<file path="config.mk">
export PLATFORM = sky130hd
export DESIGN_NAME = host_copro_mailbox
export DESIGN_NICKNAME = d
export VERILOG_FILES = /design/src/rtl/mbox_pkg.sv /design/src/rtl/mbox_cmd_slot.sv /design/src/rtl/mbox_reply_slot.sv /design/src/rtl/mbox_sem.sv /design/src/rtl/host_copro_mailbox.sv
export SDC_FILE = /design/constraint.sdc
export NUM_CORES = 1
export LEC_CHECK = 0
export ABC_AREA = 1
export CAP_MARGIN = 30
export CORE_MARGIN = 5
export CORE_UTILIZATION = 44
export DETAILED_ROUTE_END_ITERATION = 7
export HOLD_SLACK_MARGIN = 0.03
export PLACE_DENSITY = 0.74
export SYNTH_ARGS = -nofsm -noshare
export SYNTH_HDL_FRONTEND = slang
export SYNTH_SLANG_ARGS = --single-unit
</file>
<file path="constraint.sdc">
create_clock -name clk_i -period 2.3 [get_ports clk_i]
set_clock_uncertainty 0.2 [all_clocks]
set_input_delay 0.69 -clock clk_i [delete_from_list [all_inputs] [get_ports clk_i]]
set_output_delay 0.69 -clock clk_i [all_outputs]
set_load 0.05 [all_outputs]
</file>
<file path="src/rtl/mbox_pkg.sv">
`timescale 1ns/1ps
package mbox_pkg;
  localparam int NUM_SLOTS = 3;
  localparam int ADDR_W    = 6;

  localparam logic [ADDR_W-1:0] OFF_CFG    = 6'h08;
  localparam logic [ADDR_W-1:0] OFF_STAT   = 6'h0C;
  localparam logic [ADDR_W-1:0] OFF_SEMSET = 6'h10;
  localparam logic [ADDR_W-1:0] OFF_MASK   = 6'h14;
  localparam logic [ADDR_W-1:0] OFF_SEMCLR = 6'h18;
  localparam logic [ADDR_W-1:0] OFF_SEM_LO = 6'h1C;
  localparam logic [ADDR_W-1:0] OFF_SEM_HI = 6'h1D;

  localparam int ST_SEM_BIT = 9;
  localparam int ST_REP_LSB = 10;
  localparam int ST_CMD_LSB = 13;

  function automatic logic [ADDR_W-1:0] cmd_off(input int idx);
    return ADDR_W'(32'h20 + 32'(idx) * 8);
  endfunction

  function automatic logic [ADDR_W-1:0] rep_off(input int idx);
    return ADDR_W'(32'h24 + 32'(idx) * 8);
  endfunction
endpackage

</file>
<file path="src/rtl/mbox_cmd_slot.sv">
`timescale 1ns/1ps
module mbox_cmd_slot #(
  parameter int DATA_W = 16
) (
  input  logic              clk_i,
  input  logic              rst_ni,
  input  logic              clr_i,
  input  logic              wr_i,
  input  logic [DATA_W-1:0] wdata_i,
  input  logic              take_i,
  output logic              full_o,
  output logic [DATA_W-1:0] data_o
);
  logic              full_q;
  logic [DATA_W-1:0] data_q;

  always_ff @(posedge clk_i or negedge rst_ni) begin
    if (!rst_ni) begin
      full_q <= 1'b0;
      data_q <= '0;
    end else if (clr_i) begin
      full_q <= 1'b0;
      data_q <= '0;
    end else if (full_q) begin
      if (take_i) full_q <= 1'b0; // write on the same edge is dropped
    end else if (wr_i) begin
      full_q <= 1'b1;
      data_q <= wdata_i;
    end
  end

  assign full_o = full_q;
  assign data_o = data_q;

  AST_CMD_KEEP: assert property (@(posedge clk_i) disable iff (!rst_ni)
    full_q && wr_i && !clr_i |=> data_q == $past(data_q));

  AST_CMD_TAKE: assert property (@(posedge clk_i) disable iff (!rst_ni)
    full_q && take_i |=> !full_q);
endmodule

</file>
<file path="src/rtl/mbox_reply_slot.sv">
`timescale 1ns/1ps
module mbox_reply_slot #(
  parameter int DATA_W = 16
) (
  input  logic              clk_i,
  input  logic              rst_ni,
  input  logic              clr_i,
  input  logic              force_i,
  input  logic [DATA_W-1:0] force_data_i,
  input  logic              rd_i,
  input  logic              post_i,
  input  logic [DATA_W-1:0] post_data_i,
  output logic              full_o,
  output logic [DATA_W-1:0] data_o
);
  logic              full_q;
  logic [DATA_W-1:0] data_q;

  always_ff @(posedge clk_i or negedge rst_ni) begin
    if (!rst_ni) begin
      full_q <= 1'b0;
      data_q <= '0;
    end else if (force_i) begin
      full_q <= 1'b1;
      data_q <= force_data_i;
    end else if (clr_i) begin
      full_q <= 1'b0;
      data_q <= '0;
    end else if (full_q) begin
      if (rd_i) full_q <= 1'b0; // read wins over a colliding post
    end else if (post_i) begin
      full_q <= 1'b1;
      data_q <= post_data_i;
    end
  end

  assign full_o = full_q;
  assign data_o = data_q;

  AST_REP_READ_EMPTIES: assert property (@(posedge clk_i) disable iff (!rst_ni)
    full_q && rd_i && !force_i && !clr_i |=> !full_q);

  AST_REP_FULL_KEEP: assert property (@(posedge clk_i) disable iff (!rst_ni)
    full_q && !rd_i && !force_i && !clr_i |=> full_q && data_q == $past(data_q));
endmodule

</file>
<file path="src/rtl/mbox_sem.sv">
`timescale 1ns/1ps
module mbox_sem #(
  parameter int DATA_W = 16
) (
  input  logic              clk_i,
  input  logic              rst_ni,
  input  logic              set_i,
  input  logic              mask_wr_i,
  input  logic              clr_i,
  input  logic [DATA_W-1:0] wdata_i,
  output logic [DATA_W-1:0] sem_o,
  output logic [DATA_W-1:0] mask_o,
  output logic              flag_o
);
  logic [DATA_W-1:0] sem_q, mask_q, sem_d;
  logic              flag_q;

  always_comb begin
    sem_d = sem_q;
    if (set_i)      sem_d = sem_q | wdata_i;
    else if (clr_i) sem_d = sem_q & ~wdata_i;
  end

  always_ff @(posedge clk_i or negedge rst_ni) begin
    if (!rst_ni) begin
      sem_q  <= '0;
      mask_q <= '0;
      flag_q <= 1'b0;
    end else begin
      sem_q <= sem_d;
      if (mask_wr_i) mask_q <= wdata_i;
      if (set_i && |(wdata_i & ~mask_q)) flag_q <= 1'b1;
      else if (clr_i && sem_d == '0)     flag_q <= 1'b0;
    end
  end

  assign sem_o  = sem_q;
  assign mask_o = mask_q;
  assign flag_o = flag_q;

  AST_SEM_FLAG_ZERO: assert property (@(posedge clk_i) disable iff (!rst_ni)
    sem_q == '0 |-> !flag_q);

  AST_SEM_CLR_BITS: assert property (@(posedge clk_i) disable iff (!rst_ni)
    clr_i |=> (sem_q & $past(wdata_i)) == '0);
endmodule

</file>
<file path="src/rtl/host_copro_mailbox.sv">
`timescale 1ns/1ps
module host_copro_mailbox
  import mbox_pkg::*;
#(
  parameter int          DATA_W    = 16,
  parameter logic [15:0] BOOT_VAL  = 16'h0001,
  parameter logic [15:0] CHAIN_VAL = 16'h0800
) (
  input  logic                        clk_i,
  input  logic                        rst_ni,
  input  logic                        host_wr_i,
  input  logic                        host_rd_i,
  input  logic [ADDR_W-1:0]           host_addr_i,
  input  logic [DATA_W-1:0]           host_wdata_i,
  output logic [DATA_W-1:0]           host_rdata_o,
  output logic [NUM_SLOTS-1:0]        cp_cmd_valid_o,
  output logic [NUM_SLOTS*DATA_W-1:0] cp_cmd_data_o,
  input  logic [NUM_SLOTS-1:0]        cp_take_i,
  input  logic [NUM_SLOTS-1:0]        cp_post_i,
  input  logic [NUM_SLOTS*DATA_W-1:0] cp_post_data_i,
  output logic [NUM_SLOTS-1:0]        cp_reply_full_o
);
  localparam int CHAIN_SLOT = NUM_SLOTS - 1;

  logic [DATA_W-1:0]    cfg_q;
  logic                 armed_q;
  logic                 hold, boot, chain_fire;
  logic [NUM_SLOTS-1:0] cmd_full, rep_full, rep_rd;
  logic [DATA_W-1:0]    rep_data [NUM_SLOTS];
  logic [DATA_W-1:0]    sem, sem_mask;
  logic                 sem_flag;
  logic [15:0]          status;

  assign hold       = cfg_q[0];
  assign boot       = host_wr_i && host_addr_i == OFF_CFG && cfg_q[0] && !host_wdata_i[0];
  assign chain_fire = armed_q && rep_rd[CHAIN_SLOT] && rep_full[CHAIN_SLOT];

  always_ff @(posedge clk_i or negedge rst_ni) begin
    if (!rst_ni) begin
      cfg_q   <= '0;
      armed_q <= 1'b0;
    end else begin
      if (host_wr_i && host_addr_i == OFF_CFG) cfg_q <= host_wdata_i;
      if (boot)                                armed_q <= 1'b1;
      else if (hold || chain_fire)             armed_q <= 1'b0;
    end
  end

  for (genvar i = 0; i < NUM_SLOTS; i++) begin : g_slot
    logic              force_en;
    logic [DATA_W-1:0] force_val;

    if (i == CHAIN_SLOT) begin : g_chain
      assign force_en  = boot || chain_fire;
      assign force_val = boot ? DATA_W'(BOOT_VAL) : DATA_W'(CHAIN_VAL);
    end else begin : g_plain
      assign force_en  = boot;
      assign force_val = DATA_W'(BOOT_VAL);
    end

    assign rep_rd[i] = host_rd_i && host_addr_i == rep_off(i);

    mbox_cmd_slot #(.DATA_W(DATA_W)) u_cmd (
      .clk_i   (clk_i),
      .rst_ni  (rst_ni),
      .clr_i   (hold),
      .wr_i    (host_wr_i && host_addr_i == cmd_off(i)),
      .wdata_i (host_wdata_i),
      .take_i  (cp_take_i[i]),
      .full_o  (cmd_full[i]),
      .data_o  (cp_cmd_data_o[i*DATA_W +: DATA_W])
    );

    mbox_reply_slot #(.DATA_W(DATA_W)) u_rep (
      .clk_i        (clk_i),
      .rst_ni       (rst_ni),
      .clr_i        (hold),
      .force_i      (force_en),
      .force_data_i (force_val),
      .rd_i         (rep_rd[i]),
      .post_i       (cp_post_i[i]),
      .post_data_i  (cp_post_data_i[i*DATA_W +: DATA_W]),
      .full_o       (rep_full[i]),
      .data_o       (rep_data[i])
    );
  end

  mbox_sem #(.DATA_W(DATA_W)) u_sem (
    .clk_i     (clk_i),
    .rst_ni    (rst_ni),
    .set_i     (host_wr_i && host_addr_i == OFF_SEMSET),
    .mask_wr_i (host_wr_i && host_addr_i == OFF_MASK),
    .clr_i     (host_wr_i && host_addr_i == OFF_SEMCLR),
    .wdata_i   (host_wdata_i),
    .sem_o     (sem),
    .mask_o    (sem_mask),
    .flag_o    (sem_flag)
  );

  always_comb begin
    status = '0;
    status[ST_SEM_BIT] = sem_flag;
    status[ST_REP_LSB +: NUM_SLOTS] = rep_full;
    status[ST_CMD_LSB +: NUM_SLOTS] = cmd_full;
  end

  always_comb begin
    case (host_addr_i)
      OFF_CFG:    host_rdata_o = cfg_q;
      OFF_STAT:   host_rdata_o = DATA_W'(status);
      OFF_MASK:   host_rdata_o = sem_mask;
      OFF_SEM_LO: host_rdata_o = sem;
      OFF_SEM_HI: host_rdata_o = sem >> 8;
      default:    host_rdata_o = '0;
    endcase
    for (int i = 0; i < NUM_SLOTS; i++)
      if (host_addr_i == rep_off(i)) host_rdata_o = rep_full[i] ? rep_data[i] : '0;
  end

  assign cp_cmd_valid_o  = cmd_full;
  assign cp_reply_full_o = rep_full;

  AST_HOLD_EMPTY: assert property (@(posedge clk_i) disable iff (!rst_ni)
    hold && $past(hold) |-> cmd_full == '0 && rep_full == '0);

  AST_BOOT_LOAD: assert property (@(posedge clk_i) disable iff (!rst_ni)
    boot |=> rep_full == '1);

  AST_CHAIN_ONCE: assert property (@(posedge clk_i) disable iff (!rst_ni)
    chain_fire |=> !armed_q && rep_full[CHAIN_SLOT]);
endmodule

</file>
---- Word level (Yosys, flattened, before mapping) ----
Index checks and enable logic that the tools add are counted.
word-level totals
  register bits after elaboration ......... 152
  bits in latches ......................... 0
  bits in writable memories ............... 0
  bits in read-only memories .............. 0
  input port bits ......................... 80
  output and inout port bits .............. 70
  word-level logic and storage cells ...... 138
  memories ................................ 0
operators by class
  $add $sub $neg .......................... 0
  multiply operators ...................... 0
  div/mod/pow operators ................... 0
  $lt $le $gt $ge ......................... 0
  equal/unequal tests ..................... 19
  shift operators ......................... 0
  multiplexer cells ....................... 62
  bitwise operators ....................... 5
  reduce and logical (&&, ||, !) cells .... 35
operators by type and width
  cell                                                                   count
  16-bit 2-to-1 mux                                                      29
  16-bit one-hot mux with 5 select lines                                 1
  6-bit equality test, second input constant                             6
  16-bit AND                                                             2
  16-bit inverter                                                        2
  1-bit 2-to-1 mux                                                       31
  6-bit by 5-bit equality test with 1-bit output, second input constant  5
  1-bit logical AND                                                      16
  16-bit zero test                                                       1
  16-bit bitwise OR                                                      1
  16-bit OR reduction                                                    1
  6-bit by 4-bit equality test with 1-bit output, second input constant  2
  12-bit 2-to-1 mux                                                      1
  2-bit AND reduction                                                    6
  2-bit nonzero test                                                     5
  3-bit != test, second input constant                                   3
  3-bit nonzero test                                                     3
  2-bit != test, second input constant                                   3
  1-bit logical OR                                                       2
  1-bit zero test                                                        1

---- Logic depth before layout (Yosys ltp) ----
  depth in word-level cells ............... 8
  depth in mapped cells ................... 12
  depth with buffers taken out ............ 12

---- Cells and area by module ----
From an unflattened synthesis, not the netlist that was laid out.
second synthesis, totals
  cells, all modules ...................... 1,096
  area, all modules ....................... 8,471.9 um^2
modules (own cells, without submodules)
  module              times used  cells an instance  area an instance (um^2)  seq. area each (um^2)
  mbox_reply_slot     3           127                925.9                    425.4
  mbox_cmd_slot       3           77                 823.3                    425.4
  host_copro_mailbox  1           298                1,700.4                  425.4
  mbox_sem            1           186                1,524.0                  825.8

---- Worst setup path before layout ----
Ideal clock, no wire load.
  path type ............................... in2out
  start ................................... input port host_addr_i[5]
  end ..................................... output port host_rdata_o[10]
  data arrival time ....................... 2.326 ns
  required time ........................... 1.410 ns
  path slack .............................. -0.916 ns
  stages .................................. 8
  buffers on the path ..................... 1
  cell sequence ........................... inv_1 or2_4 inv_1 nand2_1 nor2_2 inv_1 buf_2 o2111ai_1
on the way
  cells in the longest elaborated chain, start to end .. 5
  elaborated cells between the ends (all ways) .. 12
  those cells by class .................... eq/ne: 8; mux: 4
RTL lines
  item                                                                                                              RTL line                   source
  start, declared                                                                                                   host_copro_mailbox.sv:13   input logic [ADDR_W-1:0] host_addr_i,
  6-bit by 5-bit equality test with 1-bit output or 6-bit by 4-bit equality test with 1-bit output (tied branches)  host_copro_mailbox.sv:108  case (host_addr_i)
  16-bit one-hot mux with 5 select lines                                                                            host_copro_mailbox.sv:108
  16-bit 2-to-1 mux (2 in a row)                                                                                    host_copro_mailbox.sv:117  if (host_addr_i == rep_off(i)) host_rdata_o = rep_full[i] ? rep_data[i] : '0;
  16-bit 2-to-1 mux *                                                                                               host_copro_mailbox.sv:117
  end, declared                                                                                                     host_copro_mailbox.sv:15   output logic [DATA_W-1:0] host_rdata_o,
Every way passes the cells marked *; elsewhere a longest branch is shown, timed or not.

---- Final worst setup path ----
  start ................................... input port host_addr_i[1]
  end ..................................... output port host_rdata_o[11]
The elaborated chain is that of the path after synthesis.

==> impl.org <==
** GRT
- The via count of the first global-routing pass was 6860.
- Largest net degree at the start of global routing :: 52
- Number of antenna violations at the first check in global routing :: 0
- Wire length of the first global-routing pass :: 36.03 mm
- For this run the aggregate overflow at the end of global routing stands at 0.
- For this run, the total global-route usage over all layers was measured as 0.2536.

** Synth
- Number of instances in the synthesized netlist :: 829
- For this run, the number of Yosys warnings is 0.
- The number of nets handed over by synthesis was 909.
- Post-synthesis cell type count :: 32
- Post-Syn Area per Cell :: 8.405 um2
- For this run, the register share of the synthesized area comes to 0.5459.
- After synthesis the netlist holds a flip-flop and latch count of 152.
- Post-synth design cell area :: 6968 um2

** Outcome
- The flow ran to the end, but the final reports show violations.
- The checks that failed: negative setup slack.

** Setup path
- The kind of cell with the highest combined delay along the critical path is buffers and inverters.
- For the worst setup path, the data required time is 1.41 ns.
- The worst setup path is captured at an output port.
- CP arrival :: 2.06 ns
- Worst path bufs/invs :: 4
- Cell-by-cell listing of the critical path :: buf_8 > nor2_4 > buf_6 > nand3_4 > nor2_4 > buf_12 > nand2_4 > o211ai_1 > a21oi_2 > o2111ai_2 > buf_12
- Crit start category :: input pin
- Of all nets on the critical path, the largest fanout is 8.
- Class of the most critical setup path :: in -> out
- The largest individual stage delay along the critical path comes from the cell sky130_fd_sc_hd__nor2_4.
- Maximum cell stage delay along the critical path :: 0.19 ns

** Place
- Buffers placed on the I/O ports in this run total 149.
- Once placement completed, the tool counted placed cells totaling 1237.
- DP Area :: 9540 um2
- Last weighted congestion value of the routability-driven placer :: 0.8464
- Detailed-placement wirelength estimate :: 15.86 mm

** Power
- The share of total power dissipated in combinational logic is 0.266.
- Reported net switching power :: 2.837 mW
- The internal power of the cells totals 5.400 mW.
- In this run the static leakage power is 4.972 nW.
- Dividing total power by cell area gives a power density of 772.6 nW/um2.
- Switching power share of the total :: 0.3444
- The share of total power dissipated in the clock network is 0.336.
- IR analysis of the VDD net gives a maximum drop of 0.5572 mV.
- Reg power frac :: 0.398

** Finish
- The number of antenna diodes in the final layout is 0.
- Commonest non-fill, non-tap cell in the layout :: sky130_fd_sc_hd__nand2_1
- The net count of the finished layout is 1142.
- Layout cells sized above 1 :: 0.2902
- The count of cells in the finished layout, fillers not included, comes to 1291.
- Area growth syn-to-layout :: 53.01%
- In the layout the commonest cells are sky130_fd_sc_hd__nand2_1, sky130_fd_sc_hd__dfrtp_1, sky130_fd_sc_hd__buf_4.
- Final non-filler cell area :: 10660 um2

** Drt
- Via-to-Cell Ratio :: 5.325
- Total routed wirelength :: 23.07 mm
- DRT antenna net count :: 0
- Before antenna repair, the detailed router went through 5 iterations.
- Residual DRC :: 0
- After detailed routing, the average wire length per cell comes to 17.87 um.
- The routed layout has 6874 vias.
- Drt initial violations :: 605

** Hold path
- Hold WC Path Type :: reg -> reg

** Clock network
- The clock drives 152 sinks.
- The H-tree was split into 4 levels.
- Clock Latency Late Sink :: 0.43 ns
- After clock tree synthesis, the clock-pin slew on the worst setup and hold paths is 0.06 ns.
- Clock buffer count from CTS :: 17
- The tree is rooted in a sky130_fd_sc_hd__clkbuf_16.
- Counting along the longest clock path gives a buffer depth of 2.
- TritonCTS built the clock tree.

** Run
- The tool flagged a number of max-cap violations equal to 0.

** Floorplan
- In this run the horizontal extent of the chip is 135.8 um.
- From bottom edge to top edge, the die measures 135.8 um.
- For this configuration, the core starts out at a cell density of 0.4435.
- Row Count :: 46
- The die covers 18450 um2.
- Ports :: 150
- The core region is 15710 um2.

** STA
- Slew at the pin closest to its max-slew limit :: 0.5055 ns
- Relative slew slack :: 0.6609
- Fin crit period :: 2.951 ns
- Setup repair after global routing missed its margin :: true
- Final hold violation count :: 0
- Static timing analysis puts the maximum clock frequency at 0.3389 GHz.
- Final setup violating endpoints :: 16
- Ratio of final minimum period to clock period :: 1.283
- Final slew viol count :: 0
- Final setup margin :: -0.6509 ns
==> worst reg2reg max path: stages (launching register included) <==
cell	delay [ns]
sky130_fd_sc_hd__dfrtp_1	0.45
sky130_fd_sc_hd__clkinv_1	0.47
sky130_fd_sc_hd__buf_12	0.35
sky130_fd_sc_hd__nand2_1	0.14
sky130_fd_sc_hd__nand3_1	0.12
sky130_fd_sc_hd__o21ai_0	0.11
==> synthesized netlist by cell type (all sizes together) <==
| library cell | n | area [um2] |
|---|---|---|
| nand2 | 246 | 935.9 |
| o211ai | 18 | 135.1 |
| inv | 82 | 307.8 |
| a22oi | 2 | 15.01 |
| clkbuf | 20 | 75.07 |
| o21ai | 127 | 635.6 |
| a21oi | 36 | 180.2 |
| nand3 | 55 | 285.3 |
| or2 | 2 | 15.02 |
| nor4 | 3 | 33.78 |
| nor2 | 39 | 209.0 |
| a21bo | 1 | 10.01 |
| dfrtp | 152 | 3804 |
| nor3b | 1 | 7.510 |
| nor3 | 2 | 10.01 |
| o2111ai | 13 | 113.9 |
| buf | 20 | 123.9 |
| o311ai | 1 | 8.760 |
| nand4 | 1 | 12.51 |
| o22ai | 8 | 50.05 |
==> logic make-up (layout without fill, tap and decap cells) <==
kind of cell | count (synthesis) | in the layout | synth area share
flip-flops | 152 | 152 | 0.5459
AO/OA/AOI/OAI | 206 | 206 | 0.1648
AND/OR/NAND/NOR | 349 | 349 | 0.2166
buffers and inverters | 122 | 368 | 0.07272
==> path summary, 6_finish.rpt <==
check,endpoint,slack [ns],start,cells past startpoint
worst min-delay path,g_slot[2].u_cmd.data_o[1]$_DFFE_PN0P_,0.28,g_slot[2].u_cmd.data_o[1]$_DFFE_PN0P_,2
worst min register to register,g_slot[2].u_cmd.data_o[1]$_DFFE_PN0P_,0.28,g_slot[2].u_cmd.data_o[1]$_DFFE_PN0P_,2
min in group asynchronous,g_slot[0].u_cmd.data_o[9]$_DFFE_PN0P_,0.55,rst_ni,2
max in group asynchronous,g_slot[2].u_cmd.full_o$_DFF_PN0_,0.73,rst_ni,3
worst max register to register,g_slot[0].u_rep.data_o[4]$_DFFE_PN0P_,0.38,cfg_q[0]$_DFFE_PN0N_,5
worst max-delay path,host_rdata_o[11],-0.65,host_addr_i[1],11
==> cell type report <==
class | instances | area, um2
multi-input combinational | 555 | 3072
sequential | 152 | 3804
tap | 216 | 270.3
clock buffer | 18 | 429.2
fill | 1180 | 5051
timing repair buffer | 253 | 2594
timing repair inverter | 1 | 8.758
inverter | 82 | 335.3
clock inverter | 14 | 148.9
==> power groups by stage <==
stage / clock [mW] / combinational [mW] / sequential [mW]
final: 2.77 / 2.19 / 3.28
after global routing: 2.90 / 2.34 / 3.32
after CTS: 2.77 / 2.16 / 3.27
after detailed placement: 0 / 2.11 / 3.30
after global placement: 0 / 2.08 / 3.29
after floorplan: 0 / 0.700 / 3.76
==> routing by layer <==
| layer | up-vias | share of wire | track usage |
|---|---|---|---|
| met5 | - | 0 | 0 |
| met4 | 0 | 0.037 | 0.1069 |
| met3 | 65 | 0.063 | 0.06255 |
| met2 | 309 | 0.50 | 0.4110 |
| met1 | 3304 | 0.40 | 0.3262 |
| li1 | 3196 | - | - |
==> stage by stage <==
step | total power [mW] | util | worst slack (ns) | setup TNS, ns | hold WS, ns
global route | 8.561 | 0.6785 | -0.7442 | -11.04 | 0.3037
CTS | 8.197 | 0.6710 | -0.6684 | -10.07 | 0.2888
global placement | 5.374 | 0.6072 | -1.141 | -58.69 | 0.2676
finish | 8.237 | 0.6785 | -0.6509 | -9.734 | 0.2839
floorplan | 4.462 | - | -0.8112 | -8.502 | 0.1944
detailed placement | 5.410 | 0.6072 | -1.158 | -59.55 | 0.2740
==> state kept, by name (all words and copies together), names as in the netlist <==
signal               cells
g_slot.u_cmd.data_o     48
g_slot.u_rep.data_o     48
cfg_q                   16
u_sem.mask_o            16
u_sem.sem_o             16
g_slot.u_cmd.full_o      3
g_slot.u_rep.full_o      3
armed_q                  1
u_sem.flag_o             1
==> what timing repair did <==
action | CTS | global route
pin swaps | 18 | 26
setup buffers | 16 | 7
gates resized for setup | 81 | 47
endpoints found under the setup margin | 47 | 17
endpoints found under the hold margin | 40 | 0
hold buffers | 1 | 0
gates cloned | 3 | 0
(Power assumes the default switching activity.)
